<file path="src/rtl/intc_pkg.sv">
package intc_pkg;

  // Word offsets of the register port. Their values are fixed by software.
  localparam int OFF_IRQ_MSK_STAT = 0;
  localparam int OFF_RAW_A        = 1;
  localparam int OFF_IRQ_EN_SET   = 2;
  localparam int OFF_IRQ_EN_CLR   = 3;
  localparam int OFF_SOFT_SET     = 4;
  localparam int OFF_SOFT_CLR     = 5;
  localparam int OFF_FIQ_MSK_STAT = 8;
  localparam int OFF_RAW_B        = 9;
  localparam int OFF_FIQ_EN_SET   = 10;
  localparam int OFF_FIQ_EN_CLR   = 11;

  // Index of each output line in the per-line arrays.
  localparam int LINE_IRQ = 0;
  localparam int LINE_FIQ = 1;
  localparam int NUM_LINES = 2;

endpackage

</file>
<file path="src/rtl/intc_mask_reg.sv">
module intc_mask_reg #(
  parameter int W = 32
) (
  input  logic         clk,
  input  logic         rst,
  input  logic         set_stb,
  input  logic         clr_stb,
  input  logic [W-1:0] data,
  output logic [W-1:0] mask_q,
  output logic [W-1:0] mask_next
);

  always_comb begin
    mask_next = mask_q;
    if (set_stb) mask_next = mask_q | data;
    else if (clr_stb) mask_next = mask_q & ~data;
  end

  always_ff @(posedge clk) begin
    if (rst) mask_q <= '0;
    else     mask_q <= mask_next;
  end

  // every bit written to the set address is on after the edge
  p_set_bits_r3: assert property (@(posedge clk) disable iff (rst)
    set_stb |=> ((mask_q & $past(data)) == $past(data)));

  // every bit written to the clear address is off after the edge
  p_clr_bits_r4: assert property (@(posedge clk) disable iff (rst)
    (clr_stb && !set_stb) |=> ((mask_q & $past(data)) == '0));

  // bits written as zero to the clear address are kept
  p_clr_keep_r4: assert property (@(posedge clk) disable iff (rst)
    (clr_stb && !set_stb) |=> ((mask_q & ~$past(data)) == ($past(mask_q) & ~$past(data))));

endmodule

</file>
<file path="src/rtl/intc_raw_level.sv">
module intc_raw_level #(
  parameter int NUM_SRC = 32
) (
  input  logic               clk,
  input  logic               rst,
  input  logic [NUM_SRC-1:0] src_i,
  input  logic               soft_set,
  input  logic               soft_clr,
  output logic [NUM_SRC-1:0] raw_q,
  output logic [NUM_SRC-1:0] raw_next
);

  logic soft_q;
  logic soft_next;

  always_comb begin
    soft_next = soft_q;
    if (soft_set) soft_next = 1'b1;
    else if (soft_clr) soft_next = 1'b0;
  end

  // The software bit only adds to source 0. It never masks the hardware line.
  always_comb begin
    raw_next    = src_i;
    raw_next[0] = src_i[0] | soft_next;
  end

  always_ff @(posedge clk) begin
    if (rst) begin
      soft_q <= 1'b0;
      raw_q  <= '0;
    end else begin
      soft_q <= soft_next;
      raw_q  <= raw_next;
    end
  end

  // a soft set raises raw bit 0 at the next edge
  p_soft_set_r8: assert property (@(posedge clk) disable iff (rst)
    soft_set |=> raw_q[0]);

  // hardware line 0 keeps raw bit 0 high even during a soft clear
  p_hw0_wins_r9: assert property (@(posedge clk) disable iff (rst)
    src_i[0] |=> raw_q[0]);

  // a line that is low and has no soft contribution shows low
  p_no_latch_r2: assert property (@(posedge clk) disable iff (rst)
    (!src_i[NUM_SRC-1]) |=> !raw_q[NUM_SRC-1]);

endmodule

</file>
<file path="src/rtl/intc_reg_if.sv">
module intc_reg_if
  import intc_pkg::*;
#(
  parameter int NUM_SRC = 32,
  parameter int DATA_W  = 32,
  parameter int ADDR_W  = 6
) (
  input  logic                 clk,
  input  logic                 rst,
  input  logic                 wr_en,
  input  logic                 rd_en,
  input  logic [ADDR_W-1:0]    addr,
  input  logic [DATA_W-1:0]    wdata,
  input  logic [NUM_SRC-1:0]   raw_q,
  input  logic [NUM_SRC-1:0]   irq_mask_q,
  input  logic [NUM_SRC-1:0]   fiq_mask_q,
  output logic [NUM_LINES-1:0] en_set,
  output logic [NUM_LINES-1:0] en_clr,
  output logic                 soft_set,
  output logic                 soft_clr,
  output logic [DATA_W-1:0]    rdata
);

  localparam logic [ADDR_W-1:0] A_IRQ_STAT = ADDR_W'(OFF_IRQ_MSK_STAT);
  localparam logic [ADDR_W-1:0] A_RAW_A    = ADDR_W'(OFF_RAW_A);
  localparam logic [ADDR_W-1:0] A_IRQ_SET  = ADDR_W'(OFF_IRQ_EN_SET);
  localparam logic [ADDR_W-1:0] A_IRQ_CLR  = ADDR_W'(OFF_IRQ_EN_CLR);
  localparam logic [ADDR_W-1:0] A_SOFT_SET = ADDR_W'(OFF_SOFT_SET);
  localparam logic [ADDR_W-1:0] A_SOFT_CLR = ADDR_W'(OFF_SOFT_CLR);
  localparam logic [ADDR_W-1:0] A_FIQ_STAT = ADDR_W'(OFF_FIQ_MSK_STAT);
  localparam logic [ADDR_W-1:0] A_RAW_B    = ADDR_W'(OFF_RAW_B);
  localparam logic [ADDR_W-1:0] A_FIQ_SET  = ADDR_W'(OFF_FIQ_EN_SET);
  localparam logic [ADDR_W-1:0] A_FIQ_CLR  = ADDR_W'(OFF_FIQ_EN_CLR);

  // Write decode. Status words have no write strobe, so writes there do nothing.
  always_comb begin
    en_set = '0;
    en_clr = '0;
    en_set[LINE_IRQ] = wr_en && (addr == A_IRQ_SET);
    en_clr[LINE_IRQ] = wr_en && (addr == A_IRQ_CLR);
    en_set[LINE_FIQ] = wr_en && (addr == A_FIQ_SET);
    en_clr[LINE_FIQ] = wr_en && (addr == A_FIQ_CLR);
    soft_set = wr_en && (addr == A_SOFT_SET) && wdata[0];
    soft_clr = wr_en && (addr == A_SOFT_CLR) && wdata[0];
  end

  // Read selection. Clear-only and unused words read as zero.
  logic [NUM_SRC-1:0] rd_sel;

  always_comb begin
    case (addr)
      A_IRQ_STAT:       rd_sel = raw_q & irq_mask_q;
      A_RAW_A, A_RAW_B: rd_sel = raw_q;
      A_IRQ_SET:        rd_sel = irq_mask_q;
      A_SOFT_SET:       rd_sel = {{(NUM_SRC-1){1'b0}}, raw_q[0]};
      A_FIQ_STAT:       rd_sel = raw_q & fiq_mask_q;
      A_FIQ_SET:        rd_sel = fiq_mask_q;
      default:          rd_sel = '0;
    endcase
  end

  always_ff @(posedge clk) begin
    if (rst)        rdata <= '0;
    else if (rd_en) rdata <= DATA_W'(rd_sel);
    else            rdata <= '0;
  end

  // clear-only words read as zero
  p_clr_word_zero_r10: assert property (@(posedge clk) disable iff (rst)
    (rd_en && (addr == A_IRQ_CLR || addr == A_SOFT_CLR || addr == A_FIQ_CLR)) |=> (rdata == '0));

  // no read sampled means zero read data
  p_idle_zero_r11: assert property (@(posedge clk) disable iff (rst)
    !rd_en |=> (rdata == '0));

endmodule

</file>
<file path="src/rtl/intc_dual_line.sv">
module intc_dual_line
  import intc_pkg::*;
#(
  parameter int NUM_SRC = 32,
  parameter int DATA_W  = 32,
  parameter int ADDR_W  = 6
) (
  input  logic               clk,
  input  logic               rst,
  input  logic [NUM_SRC-1:0] src_i,
  input  logic               wr_en,
  input  logic               rd_en,
  input  logic [ADDR_W-1:0]  addr,
  input  logic [DATA_W-1:0]  wdata,
  output logic [DATA_W-1:0]  rdata,
  output logic               irq_o,
  output logic               fiq_o
);

  logic [NUM_LINES-1:0] en_set;
  logic [NUM_LINES-1:0] en_clr;
  logic                 soft_set;
  logic                 soft_clr;
  logic [NUM_SRC-1:0]   raw_q;
  logic [NUM_SRC-1:0]   raw_next;
  logic [NUM_SRC-1:0]   mask_q    [NUM_LINES];
  logic [NUM_SRC-1:0]   mask_next [NUM_LINES];
  logic [NUM_LINES-1:0] line_q;

  intc_reg_if #(
    .NUM_SRC(NUM_SRC), .DATA_W(DATA_W), .ADDR_W(ADDR_W)
  ) u_regs (
    .clk        (clk),
    .rst        (rst),
    .wr_en      (wr_en),
    .rd_en      (rd_en),
    .addr       (addr),
    .wdata      (wdata),
    .raw_q      (raw_q),
    .irq_mask_q (mask_q[LINE_IRQ]),
    .fiq_mask_q (mask_q[LINE_FIQ]),
    .en_set     (en_set),
    .en_clr     (en_clr),
    .soft_set   (soft_set),
    .soft_clr   (soft_clr),
    .rdata      (rdata)
  );

  intc_raw_level #(.NUM_SRC(NUM_SRC)) u_raw (
    .clk      (clk),
    .rst      (rst),
    .src_i    (src_i),
    .soft_set (soft_set),
    .soft_clr (soft_clr),
    .raw_q    (raw_q),
    .raw_next (raw_next)
  );

  // One mask and one registered output per line
  for (genvar k = 0; k < NUM_LINES; k++) begin : g_line
    intc_mask_reg #(.W(NUM_SRC)) u_mask (
      .clk       (clk),
      .rst       (rst),
      .set_stb   (en_set[k]),
      .clr_stb   (en_clr[k]),
      .data      (wdata[NUM_SRC-1:0]),
      .mask_q    (mask_q[k]),
      .mask_next (mask_next[k])
    );

    always_ff @(posedge clk) begin
      if (rst) line_q[k] <= 1'b0;
      else     line_q[k] <= |(raw_next & mask_next[k]);
    end
  end

  assign irq_o = line_q[LINE_IRQ];
  assign fiq_o = line_q[LINE_FIQ];

  // normal line agrees with the raw and mask registers
  p_irq_line_r5: assert property (@(posedge clk) disable iff (rst)
    irq_o == |(raw_q & mask_q[LINE_IRQ]));

  // fast line agrees with the raw and mask registers
  p_fiq_line_r6: assert property (@(posedge clk) disable iff (rst)
    fiq_o == |(raw_q & mask_q[LINE_FIQ]));

  // both lines are low right after reset is released
  p_reset_quiet_r1: assert property (@(posedge clk) disable iff (rst)
    $fell(rst) |-> (!irq_o && !fiq_o));

endmodule

</file>
<file path="config.mk">
export PLATFORM = sky130hd
export DESIGN_NAME = intc_dual_line
export DESIGN_NICKNAME = d
export VERILOG_FILES = /design/src/rtl/intc_pkg.sv /design/src/rtl/intc_mask_reg.sv /design/src/rtl/intc_raw_level.sv /design/src/rtl/intc_reg_if.sv /design/src/rtl/intc_dual_line.sv
export SDC_FILE = /design/constraint.sdc
export NUM_CORES = 1
export LEC_CHECK = 0
export ABC_AREA = 1
export BUFFER_PORTS_ARGS = -buffer_cell sky130_fd_sc_hd__buf_2
export CAP_MARGIN = 20
export CORE_MARGIN = 2
export CORE_UTILIZATION = 50
export CTS_CLUSTER_SIZE = 25
export DETAILED_ROUTE_END_ITERATION = 12
export PLACE_DENSITY = 0.83
export SLEW_MARGIN = 20
export SYNTH_ARGS = -nofsm -noshare
export SYNTH_HDL_FRONTEND = slang
export SYNTH_SLANG_ARGS = --single-unit
</file>
<file path="constraint.sdc">
create_clock -name clk -period 1.6 [get_ports clk]
set_clock_uncertainty 0.15 [all_clocks]
set_input_delay 0.08 -clock clk [delete_from_list [all_inputs] [get_ports clk]]
set_output_delay 0.08 -clock clk [all_outputs]
set_load 0.01 [all_outputs]
</file>
### Word-level counts from Yosys, hierarchy flattened

Index checks and enable logic that the tools add are counted.

| cells by class | value |
|---|---|
| bitwise operators | 11 |
| mux-type cells | 7 |
| reductions and logical operators | 13 |
| equality and inequality tests | 9 |

Operators with widths:

| operator | number |
|---|---|
| 32-bit bitwise AND | 6 |
| 32-bit case mux with 6 select lines | 1 |
| 32-bit two-way mux | 4 |
| 32-bit bitwise OR | 2 |
| 32-bit OR reduction | 2 |
| 32-bit inverter | 1 |
| 6-bit by 4-bit == test with 1-bit output, second input constant | 4 |
| 6-bit by 2-bit == test with 1-bit output, second input constant | 2 |
| 6-bit by 3-bit == test with 1-bit output, second input constant | 2 |
| 1-bit logical AND | 8 |
| 6-bit by 1-bit == test with 1-bit output, second input constant | 1 |
| 6-bit logical NOT | 1 |
| 2-bit OR reduction | 2 |
| 1-bit two-way mux | 2 |
| 1-bit inverter | 1 |
| 1-bit bitwise OR | 1 |

| storage, ports and cells | value |
|---|---|
| input port bits | 74 |
| word-level logic and storage cells | 47 |
| output and inout port bits | 34 |
| bits in registers | 131 |

### Logic depth before layout (Yosys ltp)

| logic depth | value |
|---|---|
| depth in word-level cells | 8 |
| depth in mapped cells | 14 |
| gate-level depth less buffers | 13 |

### Cells and area by module

Synthesis repeated with hierarchy kept, for this count alone.

| unflattened totals | value |
|---|---|
| cells, all modules | 1083 |
| area total of the unflattened synthesis | 6859.1 µm² |

Modules (own cells, without submodules):

| module | sequential area each (µm²) | cells each | instances | area each (µm²) |
|---|---|---|---|---|
| intc_mask_reg | 640.6 | 201 | 2 | 1353.8 |
| intc_reg_if | 640.6 | 414 | 1 | 2423.6 |
| intc_raw_level | 660.6 | 139 | 1 | 1212.4 |
| intc_dual_line | 40.0 | 128 | 1 | 515.5 |

### Worst setup path after synthesis

OpenSTA, ideal clock, no wires.

| timing path | value |
|---|---|
| path kind | input port to flip-flop |
| from | in addr[5] |
| to | reg line_q[1], in the netlist fiq_o |
| buffers on the path | 2 |
| required time | 1.318 ns |
| setup slack | 0.070 ns |
| stages on the path | 14 |
| arrival | 1.248 ns |
| setup time | 0.132 ns |
| path through | nor2_2 buf_6 nand2_4 nor2_8 buf_6 nand2_1 nand2_1 nand2_1 nand2_1 nand2_1 nor2_1 nand2_1 nor2_1 a21oi_1 |

| on the way | value |
|---|---|
| cells in the longest elaborated chain, start to end | 8 |
| elaborated cells between the ends (all ways) | 17 |
| classes of those cells | 4 x eq/ne; 4 x mux; 2 x bitwise; 7 x reduce/logical |

Ends and longest elaborated chain:

| element | line | source |
|---|---|---|
| from (decl) | intc_dual_line.sv:13 | `input logic [ADDR_W-1:0] addr,` |
| 6-bit by 3-bit == test with 1-bit output | intc_reg_if.sv:44 | `soft_clr = wr_en && (addr == A_SOFT_CLR) && wdata[0];` |
| 1-bit logical AND (2 in a row) | intc_reg_if.sv:44 |  |
| 1-bit two-way mux | intc_raw_level.sv:19 | `else if (soft_clr) soft_next = 1'b0;` |
| 1-bit two-way mux | intc_raw_level.sv:18 | `if (soft_set) soft_next = 1'b1;` |
| 1-bit bitwise OR | intc_raw_level.sv:25 | `raw_next[0] = src_i[0] \| soft_next;` |
| 32-bit bitwise AND * | intc_dual_line.sv:73 | `else line_q[k] <= \|(raw_next & mask_next[k]);` |
| 32-bit OR reduction * | intc_dual_line.sv:73 |  |
| to (signal, indexed assignment) | intc_dual_line.sv:73 |  |
| to (decl) | intc_dual_line.sv:28 | `logic [NUM_LINES-1:0] line_q;` |

Every way passes the cells marked *; elsewhere a longest branch is shown, timed or not.
A chain may end at the register's enable or synchronous reset.

### Worst setup path after layout

| timing path | value |
|---|---|
| from | in wr_en |
| to | reg line_q[1], in the netlist fiq_o |

| on the way | value |
|---|---|
| cells in the longest elaborated chain, start to end | 7 |
| elaborated cells between the ends (all ways) | 13 |
| classes of those cells | 4 x mux; 2 x bitwise; 7 x reduce/logical |

Ends and longest elaborated chain:

| element | line | source |
|---|---|---|
| from (decl) | intc_dual_line.sv:11 | `input logic wr_en,` |
| 1-bit logical AND (2 in a row) | intc_reg_if.sv:44 |  |
| 1-bit two-way mux | intc_raw_level.sv:19 |  |
| 1-bit two-way mux | intc_raw_level.sv:18 |  |
| 1-bit bitwise OR | intc_raw_level.sv:25 |  |
| 32-bit bitwise AND * | intc_dual_line.sv:73 |  |
| 32-bit OR reduction * | intc_dual_line.sv:73 |  |

Marked as above.

==> impl_results.md <==
- Status: finished, final reports clean
- H-tree depth: 4
- Sw Pwr: 1870 uW
- Final Hold Fails: 0
- First-pass GRT wire length: 35300 um
- Synth warnings: 0
- Post-Syn Nets: 1051
- Core Region: 0.0127 mm2
- Max Fclk: 0.653 GHz
- Setup-failing EPs final: 0
- DRT iter0 DRCs: 878
- Syn-to-layout area delta: 40.8%
- HPWL Detailed: 14000 um
- Largest net degree at the start of global routing: 99
- Antenna violations before repair: 0
- Ant diodes: 0
- Synth unique cells: 29
- Worst VDD drop: 0.750 mV
- Share of cells above drive strength 1: 21.8%
- Routed Antenna Nets: 0
- Final Core Density: 72.4%
- Commonest non-fill, non-tap cells in the layout: nand2_1 (340), dfxtp_1 (131), buf_2 (107), a21oi_1 (100), inv_1 (94)
- Final wirelength: 21800 um
- Min cycle time layout: 1.53 ns
- Bufs on Longest Clock Path: 2
- Die Wd: 118 um
- Detailed-route via count: 7624
- Critical Path AT: 1.67 ns
- GR peak layer: met2
- Detailed Routing Iterations Pass 1: 6
- Sequential area share after synthesis: 40.3%
- Ports: 108
- Die area: 0.0140 mm2
- GR Overflow Total: 0
- Number of buffers created by CTS: 17
- Power density cells: 849 mW/mm2
- CP max FO: 16
- GRT met3 Usage: 6.59%
- Leak Pwr: 0.00432 uW
- Tcrit/Tclk final: 95.7%
- Slew headroom: 67.3%
- Setup crit end kind: flip-flop
- Hold Slack: 0.0307 ns
- Unrepaired setup endpoints after global routing: true
- CTS Sinks: 131
- Met2 usage: 53.9%
- WL/cell: 15.6 um
- Core Rows: 41
- Die Span Y: 118 um
- Starting Density: 51.4%
- Clk slew on worst S/H paths: 0.06 ns
- Setup TNS: 0 ns
- Mapped Area: 0.00651 mm2
- Internal power: 5920 uW
- Most common cell after layout, fill and taps aside: nand2_1
- Final Slew Violations: 0
- Sw Ratio: 24.0%
- GRT Util Overall: 31.5%
- CP startpoint kind: input port
- Total power: 7790 uW
- Number of global-route vias before repair: 7552
- Avg Cell Area, Syn: 6.66 um2
- Placer Congestion: 0.868
- Least-Margin Pin Slew: 0.491 ns
- I/O Buffers: 107
- HP Class: input port to flip-flop
- Worst EP required: 1.74 ns
- Clock root cell: clkbuf_16
- Flop pwr share: 42.8%
- Routed vias/inst: 5.45
- Max-Cap Viols: 0
- Footprint of the multi-input gates: 0.00326 mm2
- Combinational fraction of design power: 9.0%
- DRC violations left: 0
- Clock power share: 48.2%
- Final #Nets: 1287
- Synth Register Bits: 131
- Mapped Cells: 977
- Skew-Pair Late Insertion Delay: 0.43 ns
- GR Layer Usage met1: 36.5%
- # fillers: 966
- Post-DP Area: 0.00784 mm2
- Seq. cell area: 0.00262 mm2
- WS Path Type: input port to flip-flop
- TritonCTS clock tree: yes
- Fin area: 0.00917 mm2
## worst paths after layout
path                 endpoint  depth (start not counted)           start  slack, ns
max                     fiq_o                         13           wr_en       0.07
min          u_regs.rdata[16]                          6           rd_en       0.03
max reg2reg             fiq_o                          8    u_raw.soft_q       0.21
min reg2reg   u_regs.rdata[1]                          2  u_raw.raw_q[1]       0.32
## timing repair
| item | CTS | global route |
|---|---|---|
| endpoints found under the hold margin | 99 | 0 |
| setup endpoints to repair | 0 | 14 |
| buffers inserted | 0 | 3 |
| hold buffers | 67 | 0 |
| resized for setup | 0 | 14 |
## layout make-up
class | instances | share of cell area [%]
clock buffers | 24 | 5.36
clock inverters | 8 | 0.832
inverters | 100 | 4.09
multi-input cells | 696 | 35.5
flip-flops and latches | 131 | 28.6
well taps | 172 | 2.35
repair buffers | 267 | 23.2
## metrics by stage
step	instances	worst slack [ns]
final	1398	0.0695
after CTS	1395	0.0361
after global placement	1296	-0.361
after global routing	1398	-0.0569
after floorplan	977	0.0705
after detailed placement	1296	-0.390
## flip-flops by register name, indices dropped and copies added (netlist names)
register / cells
fiq_o: 1
g_line.u_mask.mask_q: 64
irq_o: 1
u_raw.raw_q: 32
u_raw.soft_q: 1
u_regs.rdata: 32
## kinds of logic after synthesis
group,synth area share (%)
AO/OA/AOI/OAI,17.2
flip-flops,40.3
buffers and inverters,10.3
AND/OR/NAND/NOR,32.2
## metal layers
layer,up-vias,share of wire [%]
li1,3642,-
met1,3498,38
met2,397,49
met3,87,8.2
met4,0,4.4
met5,-,0
## cell usage after synthesis (all sizes together)
| cell | n | share of area, % |
|---|---|---|
| buf | 32 | 3.5 |
| o31ai | 1 | 0.12 |
| a21oi | 100 | 7.7 |
| nand2 | 348 | 20 |
| inv | 100 | 5.8 |
| a31oi | 14 | 1.3 |
| a221oi | 1 | 0.13 |
| o21ai | 77 | 5.9 |
| a22oi | 2 | 0.23 |
| nor3 | 1 | 0.077 |
| nor2 | 68 | 4.9 |
| nand3 | 41 | 4.1 |
| nand4 | 28 | 2.7 |
| o211ai | 15 | 1.7 |
| dfxtp | 131 | 40 |
| clkbuf | 18 | 1.0 |
## power by group through the flow
stage	clock network [uW]	registers, uW	logic (uW)
6_report	3750	3330	701
5_1_grt	3920	3340	750
4_1_cts	3770	3330	664
3_5_place_dp	0	3400	535
3_3_place_gp	0	3400	529
2_1_floorplan	0	3400	231
## worst max-delay path, stage by stage
cell and delay (ns):
buf_2 0.14, buf_4 0.28, nand2_1 0.08, nor2_1 0.18
nand2_1 0.09, nand2_1 0.08, nand3_1 0.13, nand2_1 0.10
nand2_1 0.08, nor2_1 0.11, nand2_1 0.10, nor2_2 0.14
a21oi_1 0.08
No activity file was read; power rests on OpenSTA's default activity.
